File: config.mk
export PLATFORM = sky130hd
export DESIGN_NAME = fast_gate_ctrl
export DESIGN_NICKNAME = d
export VERILOG_FILES = /design/src/rtl/fgate_pkg.sv /design/src/rtl/fgate_sync.sv /design/src/rtl/fgate_datapath.sv /design/src/rtl/fgate_ctrl.sv /design/src/rtl/fast_gate_ctrl.sv
export SDC_FILE = /design/constraint.sdc
export NUM_CORES = 1
export LEC_CHECK = 0
export ABC_AREA = 1
export BUFFER_PORTS_ARGS = -buffer_cell sky130_fd_sc_hd__buf_2
export CAP_MARGIN = 5
export CORE_MARGIN = 3
export CORE_UTILIZATION = 30
export CTS_BUF_LIST = sky130_fd_sc_hd__clkbuf_2 sky130_fd_sc_hd__clkbuf_4 sky130_fd_sc_hd__clkbuf_8
export CTS_CLUSTER_SIZE = 14
export DETAILED_ROUTE_END_ITERATION = 7
export PLACE_DENSITY = 0.5
export SLEW_MARGIN = 15
export SYNTH_ARGS = -nofsm -noshare
export SYNTH_HDL_FRONTEND = slang
export SYNTH_SLANG_ARGS = --single-unit
File: constraint.sdc
create_clock -name clk -period 1.2 [get_ports clk]
set_input_delay 0 -clock clk [delete_from_list [all_inputs] [get_ports clk]]
set_output_delay 0 -clock clk [all_outputs]
set_load 0.005 [all_outputs]
File: src/rtl/fgate_pkg.sv
package fgate_pkg;
  localparam logic [7:0] GATE_CMD = 8'hD1;
  localparam int         GATE_BIT = 1;

  typedef struct packed {
    logic setGate;
    logic clrGate;
  } gateStrobe_t;
endpackage

File: src/rtl/fgate_sync.sv
module fgate_sync #(
  parameter int          WIDTH     = 8,
  parameter int          STAGES    = 2,
  parameter logic [WIDTH-1:0] RESET_VAL = '0
) (
  input  logic             clk,
  input  logic             rstN,
  input  logic [WIDTH-1:0] dIn,
  output logic [WIDTH-1:0] dOut
);
  logic [WIDTH-1:0] stage [STAGES];

  generate
    for (genvar s = 0; s < STAGES; s++) begin : g_stage
      if (s == 0) begin : g_first
        always_ff @(posedge clk or negedge rstN) begin
          if (!rstN) stage[0] <= RESET_VAL;
          else       stage[0] <= dIn;
        end
      end else begin : g_next
        always_ff @(posedge clk or negedge rstN) begin
          if (!rstN) stage[s] <= RESET_VAL;
          else       stage[s] <= stage[s-1];
        end
      end
    end
  endgenerate

  assign dOut = stage[STAGES-1];
endmodule

File: src/rtl/fgate_datapath.sv
module fgate_datapath
  import fgate_pkg::*;
#(
  parameter int CS_COUNT = 2,
  parameter int GATE_CS  = 0,
  parameter int DATA_W   = 8,
  parameter int SYNC_STAGES = 2
) (
  input  logic                clk,
  input  logic                rstN,
  input  logic [CS_COUNT-1:0] hostCsN,
  input  logic                hostWrN,
  input  logic                hostCmd,
  input  logic [DATA_W-1:0]   hostData,
  input  logic                fastEn,
  input  logic                portData,
  input  gateStrobe_t         strobe,
  output logic                wrRise,
  output logic                csHit,
  output logic                isCmd,
  output logic [DATA_W-1:0]   dataByte,
  output logic                gateState,
  output logic                gateOut
);
  localparam int BUS_W = CS_COUNT + 2 + DATA_W;
  localparam logic [BUS_W-1:0] BUS_IDLE = {{CS_COUNT{1'b1}}, 1'b1, 1'b0, {DATA_W{1'b0}}};

  logic [BUS_W-1:0]    rawBus;
  logic [BUS_W-1:0]    syncBus;
  logic [CS_COUNT-1:0] syncCsN;
  logic                syncWrN;
  logic                wrPrev;

  assign rawBus = {hostCsN, hostWrN, hostCmd, hostData};

  fgate_sync #(
    .WIDTH(BUS_W), .STAGES(SYNC_STAGES), .RESET_VAL(BUS_IDLE)
  ) u_sync (
    .clk(clk), .rstN(rstN), .dIn(rawBus), .dOut(syncBus)
  );

  assign {syncCsN, syncWrN, isCmd, dataByte} = syncBus;

  always_ff @(posedge clk or negedge rstN) begin
    if (!rstN) wrPrev <= 1'b1;
    else       wrPrev <= syncWrN;
  end

  assign wrRise = syncWrN & ~wrPrev;
  assign csHit  = ~syncCsN[GATE_CS];

  always_ff @(posedge clk or negedge rstN) begin
    if (!rstN)               gateState <= 1'b1;
    else if (strobe.setGate) gateState <= 1'b1;
    else if (strobe.clrGate) gateState <= 1'b0;
  end

  assign gateOut = fastEn ? gateState : portData;
endmodule

File: src/rtl/fgate_ctrl.sv
module fgate_ctrl
  import fgate_pkg::*;
#(
  parameter int DATA_W = 8
) (
  input  logic              clk,
  input  logic              rstN,
  input  logic              fastEn,
  input  logic              wrRise,
  input  logic              csHit,
  input  logic              isCmd,
  input  logic [DATA_W-1:0] dataByte,
  output gateStrobe_t       strobe,
  output logic              armed
);
  logic hostHit;
  logic cmdHit;
  logic dataHit;

  assign hostHit = fastEn & wrRise & csHit;
  assign cmdHit  = hostHit & isCmd;
  assign dataHit = hostHit & ~isCmd;

  always_comb begin
    strobe.setGate = dataHit & armed & dataByte[GATE_BIT];
    strobe.clrGate = dataHit & armed & ~dataByte[GATE_BIT];
  end

  always_ff @(posedge clk or negedge rstN) begin
    if (!rstN)        armed <= 1'b0;
    else if (!fastEn) armed <= 1'b0;
    else if (cmdHit)  armed <= (dataByte[7:0] == GATE_CMD);
    else if (dataHit) armed <= 1'b0;
  end
endmodule

File: src/rtl/fast_gate_ctrl.sv
module fast_gate_ctrl
  import fgate_pkg::*;
#(
  parameter int CS_COUNT    = 2,
  parameter int GATE_CS     = 0,
  parameter int DATA_W      = 8,
  parameter int SYNC_STAGES = 2
) (
  input  logic                clk,
  input  logic                rstN,
  input  logic [CS_COUNT-1:0] hostCsN,
  input  logic                hostWrN,
  input  logic                hostCmd,
  input  logic [DATA_W-1:0]   hostData,
  input  logic                fastEn,
  input  logic                pinDir,
  input  logic                portData,
  output logic                gateOut,
  output logic                gateOe
);
  gateStrobe_t       strobe;
  logic              wrRise;
  logic              csHit;
  logic              isCmd;
  logic [DATA_W-1:0] dataByte;
  logic              gateState;
  logic              armed;

  fgate_datapath #(
    .CS_COUNT(CS_COUNT), .GATE_CS(GATE_CS), .DATA_W(DATA_W), .SYNC_STAGES(SYNC_STAGES)
  ) u_dp (
    .clk(clk), .rstN(rstN), .hostCsN(hostCsN), .hostWrN(hostWrN),
    .hostCmd(hostCmd), .hostData(hostData), .fastEn(fastEn),
    .portData(portData), .strobe(strobe), .wrRise(wrRise), .csHit(csHit),
    .isCmd(isCmd), .dataByte(dataByte), .gateState(gateState), .gateOut(gateOut)
  );

  fgate_ctrl #(.DATA_W(DATA_W)) u_ctrl (
    .clk(clk), .rstN(rstN), .fastEn(fastEn), .wrRise(wrRise), .csHit(csHit),
    .isCmd(isCmd), .dataByte(dataByte), .strobe(strobe), .armed(armed)
  );

  assign gateOe = pinDir;
endmodule

==> results of run 1 <==
stage by stage:
stage,instances,utilization (%)
finish,110,44.0
global route,110,44.0
CTS,110,44.0
detailed placement,94,37.5
global placement,94,37.5
floorplan,52,-
cell type report:
cell class | instances | area [µm²] | share of cell area [%]
Sequential cell | 25 | 633 | 62.6
Inverter | 7 | 26.3 | 2.60
Timing Repair Buffer | 27 | 195 | 19.3
Tap cell | 28 | 35.0 | 3.47
Multi-Input combinational cell | 19 | 91.3 | 9.03
Clock buffer | 4 | 30.0 | 2.97
per-layer routing:
layer | GRT usage (%) | vias up
met5 | 0 | -
met4 | 6.10 | 0
met3 | 2.30 | 2
met2 | 10.0 | 10
met1 | 9.01 | 205
li1 | - | 213
kinds of logic after synthesis:
kind of cell | Yosys count
DFF | 25
and+or+nand+nor | 17
buffers and inverters | 8
AOI/OAI and AO/OA | 1
muxes | 1
power breakdown:
group / total [mW] / switching [mW] / internal (mW) / leakage, nW
clock: 0.372 / 0.220 / 0.152 / 0.0184
sequential: 0.899 / 0.0107 / 0.888 / 0.287
combinational: 0.0814 / 0.0328 / 0.0485 / 0.184
sequential cells by signal (all words and copies together) (netlist names):
register / count
u_dp.u_sync.dOut: 11
u_dp.u_sync.stage: 11
u_ctrl.armed: 1
u_dp.gateState: 1
u_dp.wrPrev: 1
worst register-to-register path: stages (launching register included):
cell and delay [ps]:
sky130_fd_sc_hd__dfstp_2 560, sky130_fd_sc_hd__nand2_2 60, sky130_fd_sc_hd__nor2_2 140, sky130_fd_sc_hd__nand3_1 90, sky130_fd_sc_hd__nand2_1 60
how the worst max path moves through the flow:
stage / startpoint / end
2_1_floorplan: u_dp.u_sync.dOut[9] / u_dp.gateState
3_3_place_gp: u_dp.u_sync.dOut[9] / u_dp.gateState
3_5_place_dp: u_dp.u_sync.dOut[9] / u_dp.gateState
4_1_cts: u_dp.gateState / gateOut
5_1_grt: u_dp.gateState / gateOut
6_report: u_dp.gateState / gateOut
cells in the final DEF (no fill, tap or decap):
cell	count
sky130_fd_sc_hd__o21bai_1	1
sky130_fd_sc_hd__nand2_1	9
sky130_fd_sc_hd__nor2_1	3
sky130_fd_sc_hd__clkbuf_4	4
sky130_fd_sc_hd__buf_2	15
sky130_fd_sc_hd__dlygate4sd3_1	12
sky130_fd_sc_hd__nand2_2	1
sky130_fd_sc_hd__inv_1	7
sky130_fd_sc_hd__mux2_2	1
sky130_fd_sc_hd__dfstp_2	6
sky130_fd_sc_hd__nand3_1	3
sky130_fd_sc_hd__dfrtp_1	19
sky130_fd_sc_hd__nor2_2	1
==> impl_metrics.json, run 1 <==
{
  "outcome": "finished, final reports clean",
  "clkLatencyLatePin_ps": 300,
  "netlist_instances": 52,
  "timing_hold_violations_final": 0,
  "fin_hold_ws_ps": 0.00224,
  "top_delay_family_on_crit_path": "flip-flops",
  "area_delta_synth_final_pct": 33.3,
  "io_buffers": 15,
  "place_ws_ps": 250,
  "max_slew.worst_pin.slew_ps": 515,
  "cts.reportedPaths.clkPinSlew_ps": 130,
  "yosys.area_share.xor_xnor_pct": 0,
  "reg2reg_setup_slack_ps": 240,
  "drcViolationCount": 0,
  "design_power_total_mw": 1.35,
  "crit_path_cell_trace": "mux2_2 > buf_2",
  "met1Wirelength_um": 423,
  "grt_pass1_vias": 397,
  "timing.max_slew.rel_slack_pct": 65.7,
  "fin_area_um2": 1010,
  "die_x_um": 56.3,
  "dpl_cell_area_um2": 861,
  "synth_cell_types": 11,
  "clk_path_buf_depth": 2,
  "post_cts_resized": 0,
  "synthArstFlopShare_pct": 100,
  "yosys_warnings": 0,
  "uppermost_layer_routed": "met4",
  "global_route_wire_length_before_repair_um": 1710,
  "postSynthAreaPerCell_um2": 14.6,
  "antenna_violating_nets_post_route": 0,
  "drt_first_iter_violations": 5,
  "grt_remaining_overflow": 0,
  "tns_ps": 0,
  "layout_worst_path_cycle_share_pct": 90.1,
  "area_share_of_the_leading_cell_type_in_the_synthesized_netlist_pct": 62.7,
  "worst_hold_path_type": "input port to output pin",
  "max-vdd-ir-drop_mv": 0.776,
  "netlist.top_cell.by_area": "sky130_fd_sc_hd__dfrtp_1",
  "setup_skew_ps": 8.00,
  "hold_end": "gateOe",
  "postRouteWirelength_um": 956,
  "routed-wl-met2_um": 469,
  "max_freq_mhz": 925,
  "hold_start": "pinDir",
  "element_type_at_the_critical_path_end": "output pin",
  "hold_buffers": 12,
  "max_cap_violations": 0,
  "ys_seq_area_share_pct": 83.5,
  "routed_wire_length_per_instance_um": 8.69,
  "crit-reg2reg-launch": "u_dp.u_sync.dOut[9]",
  "cp_num_buf_inv": 1,
  "h_tree_depth_reported_by_cts": 1,
  "cp.required_ps": 1200,
  "groute.usage.overall_pct": 7.23,
  "grt_start_max_net_pins": 26,
  "critPathKind": "register to output pin",
  "tritoncts": "built",
  "floorplan.die_area_um2": 3170,
  "hpwl_um": 639,
  "detail_route.vias_per_cell": 3.91,
  "synthAdderAreaFrac_pct": 0,
  "timing.critical_path.depth": 2,
  "leading_post_synthesis_cells_by_instance_count": "sky130_fd_sc_hd__dfrtp_1 (19), sky130_fd_sc_hd__nand2_1 (9), sky130_fd_sc_hd__inv_1 (7)",
  "timing.rr.end": "u_ctrl.armed",
  "critical_path_arrival_ps": 1080,
  "cp_slowest_cell": "sky130_fd_sc_hd__dfstp_2",
  "fin_nets": 100,
  "whs_path_depth": 0,
  "floorplan.core_area_um2": 2300,
  "synth-compound-area-share_pct": 0.990,
  "finalWeightedCongestion": 0.710,
  "timing.final.setup_violations": 0,
  "top_level_ports": 19,
  "numCtsBuffers": 3,
  "synth.ff_latch_count": 25,
  "synthMuxAreaShare_pct": 1.49,
  "yosys.cell_count.top_type": "sky130_fd_sc_hd__dfrtp_1",
  "synth_top_cells_by_area": "sky130_fd_sc_hd__dfrtp_1 (63%), sky130_fd_sc_hd__dfstp_2 (21%), sky130_fd_sc_hd__nand2_1 (4.5%)",
  "cell_area_power_density_nw_per_um2": 1340,
  "antenna-diode-count": 0,
  "mappedNetlistNets": 69,
  "synth-main-ff-cell": "sky130_fd_sc_hd__dfrtp_1",
  "critical_path.max_stage_delay_ps": 550,
  "combinational_family_with_the_most_area_after_synthesis": "simple AND/OR/NAND/NOR gates",
  "critical_path_peak_fanout": 2,
  "finalWorstPathRequiredPeriod_ps": 1080,
  "syn-cell-area_um2": 758,
  "r2r.worst_path.cells": 4,
  "detail_route.first_pass.iterations": 2,
  "critical_path.startpoint_type": "register",
  "drive_gt1_share_pct": 34.1,
  "vias": 430,
  "clk_root_buffer_cell": "sky130_fd_sc_hd__clkbuf_4",
  "yosys.area_share.simple_pct": 9.57,
  "maxSlewViolCount": 0,
  "fp.dieH_um": 56.3,
  "synth_edf_count": 0,
  "start_util_pct": 33.0,
  "grt_setup_unrepaired": "no",
  "grt_antenna_before_repair": 0,
  "filler_cell_count": 230,
  "postLayoutSetupSlackWorst_ps": 119,
  "cts.sink_count": 25,
  "power.leakage_nw": 0.489,
  "met3_length_um": 40,
  "postCtsSetupBuffers": 0,
  "fp-row-count": 17
}
(Power assumes the default switching activity.)
==> run 2: changes to the inputs <==
- CELL_PAD_IN_SITES_DETAIL_PLACEMENT: default -> 1
- CELL_PAD_IN_SITES_GLOBAL_PLACEMENT: default -> 1
- PLACE_DENSITY: 0.5 -> 0.59
==> run 2 against run 1 <==
- critical path depth stayed put
- sequential power barely moved
- largest power group unchanged
- sequential share of layout area grew 0.16 points
- worst setup slack barely moved
- non-clock buffer count unchanged
- largest cell class unchanged
- register-to-register slack lost 20 ps
- clock skew decreased by 6.1 ps
- final cell count stayed put
- via count up 3.7%
- sequential cell count unchanged
==> impl_metrics.json, run 2 (synthesis results as in run 1) <==
{
  "start_util_pct": 33.0,
  "detail_route.first_pass.iterations": 4,
  "grt_pass1_vias": 472,
  "antenna_violating_nets_post_route": 0,
  "cts.sink_count": 25,
  "worst_hold_path_type": "input port to output pin",
  "timing.final.setup_violations": 0,
  "grt_start_max_net_pins": 26,
  "hold_start": "pinDir",
  "cell_area_power_density_nw_per_um2": 1320,
  "cp.required_ps": 1200,
  "area_delta_synth_final_pct": 33.0,
  "max_cap_violations": 0,
  "drive_gt1_share_pct": 34.1,
  "groute.usage.overall_pct": 8.34,
  "grt_remaining_overflow": 0,
  "io_buffers": 15,
  "timing_hold_violations_final": 0,
  "critical_path_arrival_ps": 1080,
  "numCtsBuffers": 3,
  "floorplan.die_area_um2": 3170,
  "finalWeightedCongestion": 0.685,
  "finalCoreUtilization_pct": 43.9,
  "grt_antenna_before_repair": 0,
  "hpwl_um": 741,
  "vias": 446,
  "timing.max_slew.rel_slack_pct": 65.9,
  "r2r.worst_path.cells": 5,
  "postRouteWirelength_um": 1120,
  "max_slew.worst_pin.slew_ps": 512,
  "antenna-diode-count": 0,
  "cts.reportedPaths.clkPinSlew_ps": 120,
  "timing.rr.end": "u_dp.gateState",
  "leading_cell_types_in_the_layout_fill_and_taps_excluded": "sky130_fd_sc_hd__dfrtp_1 (19), sky130_fd_sc_hd__buf_2 (15), sky130_fd_sc_hd__dlygate4sd3_1 (12)",
  "global_route_wire_length_before_repair_um": 1990,
  "max-vdd-ir-drop_mv": 0.743,
  "layout_worst_path_cycle_share_pct": 90.1,
  "finalWorstPathRequiredPeriod_ps": 1080,
  "postCtsSetupBuffers": 0,
  "critical_path_peak_fanout": 2,
  "clkLatencyLatePin_ps": 300,
  "reg2reg_setup_slack_ps": 220,
  "outcome": "finished, final reports clean",
  "power.leakage_nw": 0.488,
  "floorplan.core_area_um2": 2300,
  "whs_path_depth": 0,
  "multi_input_area_um2": 91.3,
  "drt_first_iter_violations": 5,
  "maxSlewViolCount": 0,
  "h_tree_depth_reported_by_cts": 1,
  "postLayoutSetupSlackWorst_ps": 118,
  "place_ws_ps": 227,
  "max_freq_mhz": 925,
  "drcViolationCount": 0,
  "setup_skew_ps": 1.91,
  "critPathKind": "register to output pin",
  "clk_path_buf_depth": 2,
  "tritoncts": "built",
  "hold_end": "gateOe",
  "grt_setup_unrepaired": "no",
  "routed_wire_length_per_instance_um": 10.1,
  "filler_cell_count": 246,
  "crit-reg2reg-launch": "u_dp.u_sync.dOut[9]",
  "layout.cells.most_common": "sky130_fd_sc_hd__dfrtp_1",
  "fin_nets": 100,
  "tns_ps": 0,
  "die_x_um": 56.3,
  "fp.dieH_um": 56.3,
  "post_cts_resized": 0,
  "top_level_ports": 19,
  "detail_route.vias_per_cell": 4.05,
  "critical_path.startpoint_type": "register",
  "fp-row-count": 17,
  "clk_root_buffer_cell": "sky130_fd_sc_hd__clkbuf_4",
  "register_area_um2": 633,
  "element_type_at_the_critical_path_end": "output pin"
}
==> run 2: changes by cell type in the layout (fill, tap and decap cells not counted) <==
cell,delta
sky130_fd_sc_hd__clkbuf_4,-1
sky130_fd_sc_hd__clkinv_2,+1
==> run 2: final cells by class <==
type                            instances  share of cell area [%]
Sequential cell                        25                    62.8
Tap cell                               28                    3.47
Clock inverter                          1                   0.496
Timing Repair Buffer                   27                    19.4
Clock buffer                            3                    2.23
Inverter                                7                    2.61
Multi-Input combinational cell         19                    9.06
==> run 2: worst max-delay path, stage by stage (launching register included) <==
cell and delay, ps:
sky130_fd_sc_hd__dfstp_2 550, sky130_fd_sc_hd__mux2_2 130, sky130_fd_sc_hd__buf_2 100
==> run 2: how the worst max path moves through the flow <==
stage | from | to | slack, ps | cells past startpoint
2_1_floorplan | u_dp.u_sync.dOut[9] | u_dp.gateState | 290 | 5
3_3_place_gp | u_dp.u_sync.dOut[9] | u_dp.gateState | 250 | 5
3_5_place_dp | u_dp.u_sync.dOut[9] | u_dp.gateState | 230 | 5
4_1_cts | u_dp.gateState | gateOut | 90 | 2
5_1_grt | u_dp.gateState | gateOut | 50 | 2
6_report | u_dp.gateState | gateOut | 120 | 2
==> run 2: through the flow <==
step                cell area, µm²  hold slack [ps]  power (mW)  cells
global placement               861           0.0601       0.968     94
finish                        1010          0.00224        1.33    110
global route                  1010          0.00927        1.40    110
floorplan                      758             -296       0.928     52
detailed placement             861           0.0601       0.971     94
CTS                           1010           0.0601        1.36    110
==> run 2: layer usage <==
layer	GRT usage (%)	up-vias	part of all wire (%)
met3	2.30	2	3.9
met5	0	-	0
li1	-	213	-
met2	13.0	9	56
met4	6.10	0	2.4
met1	9.75	222	38
==> run 2: repair_timing <==
action / CTS / global route
endpoints found under the hold margin: 30 / 0
setup endpoints to repair: 0 / 0
hold buffers: 12 / 0
==> run 2: power by group <==
group | switching [mW] | internal, mW | total (mW)
logic | 0.0344 | 0.0487 | 0.0830
registers | 0.0113 | 0.888 | 0.899
clock network | 0.226 | 0.124 | 0.350
total | 0.271 | 1.06 | 1.33
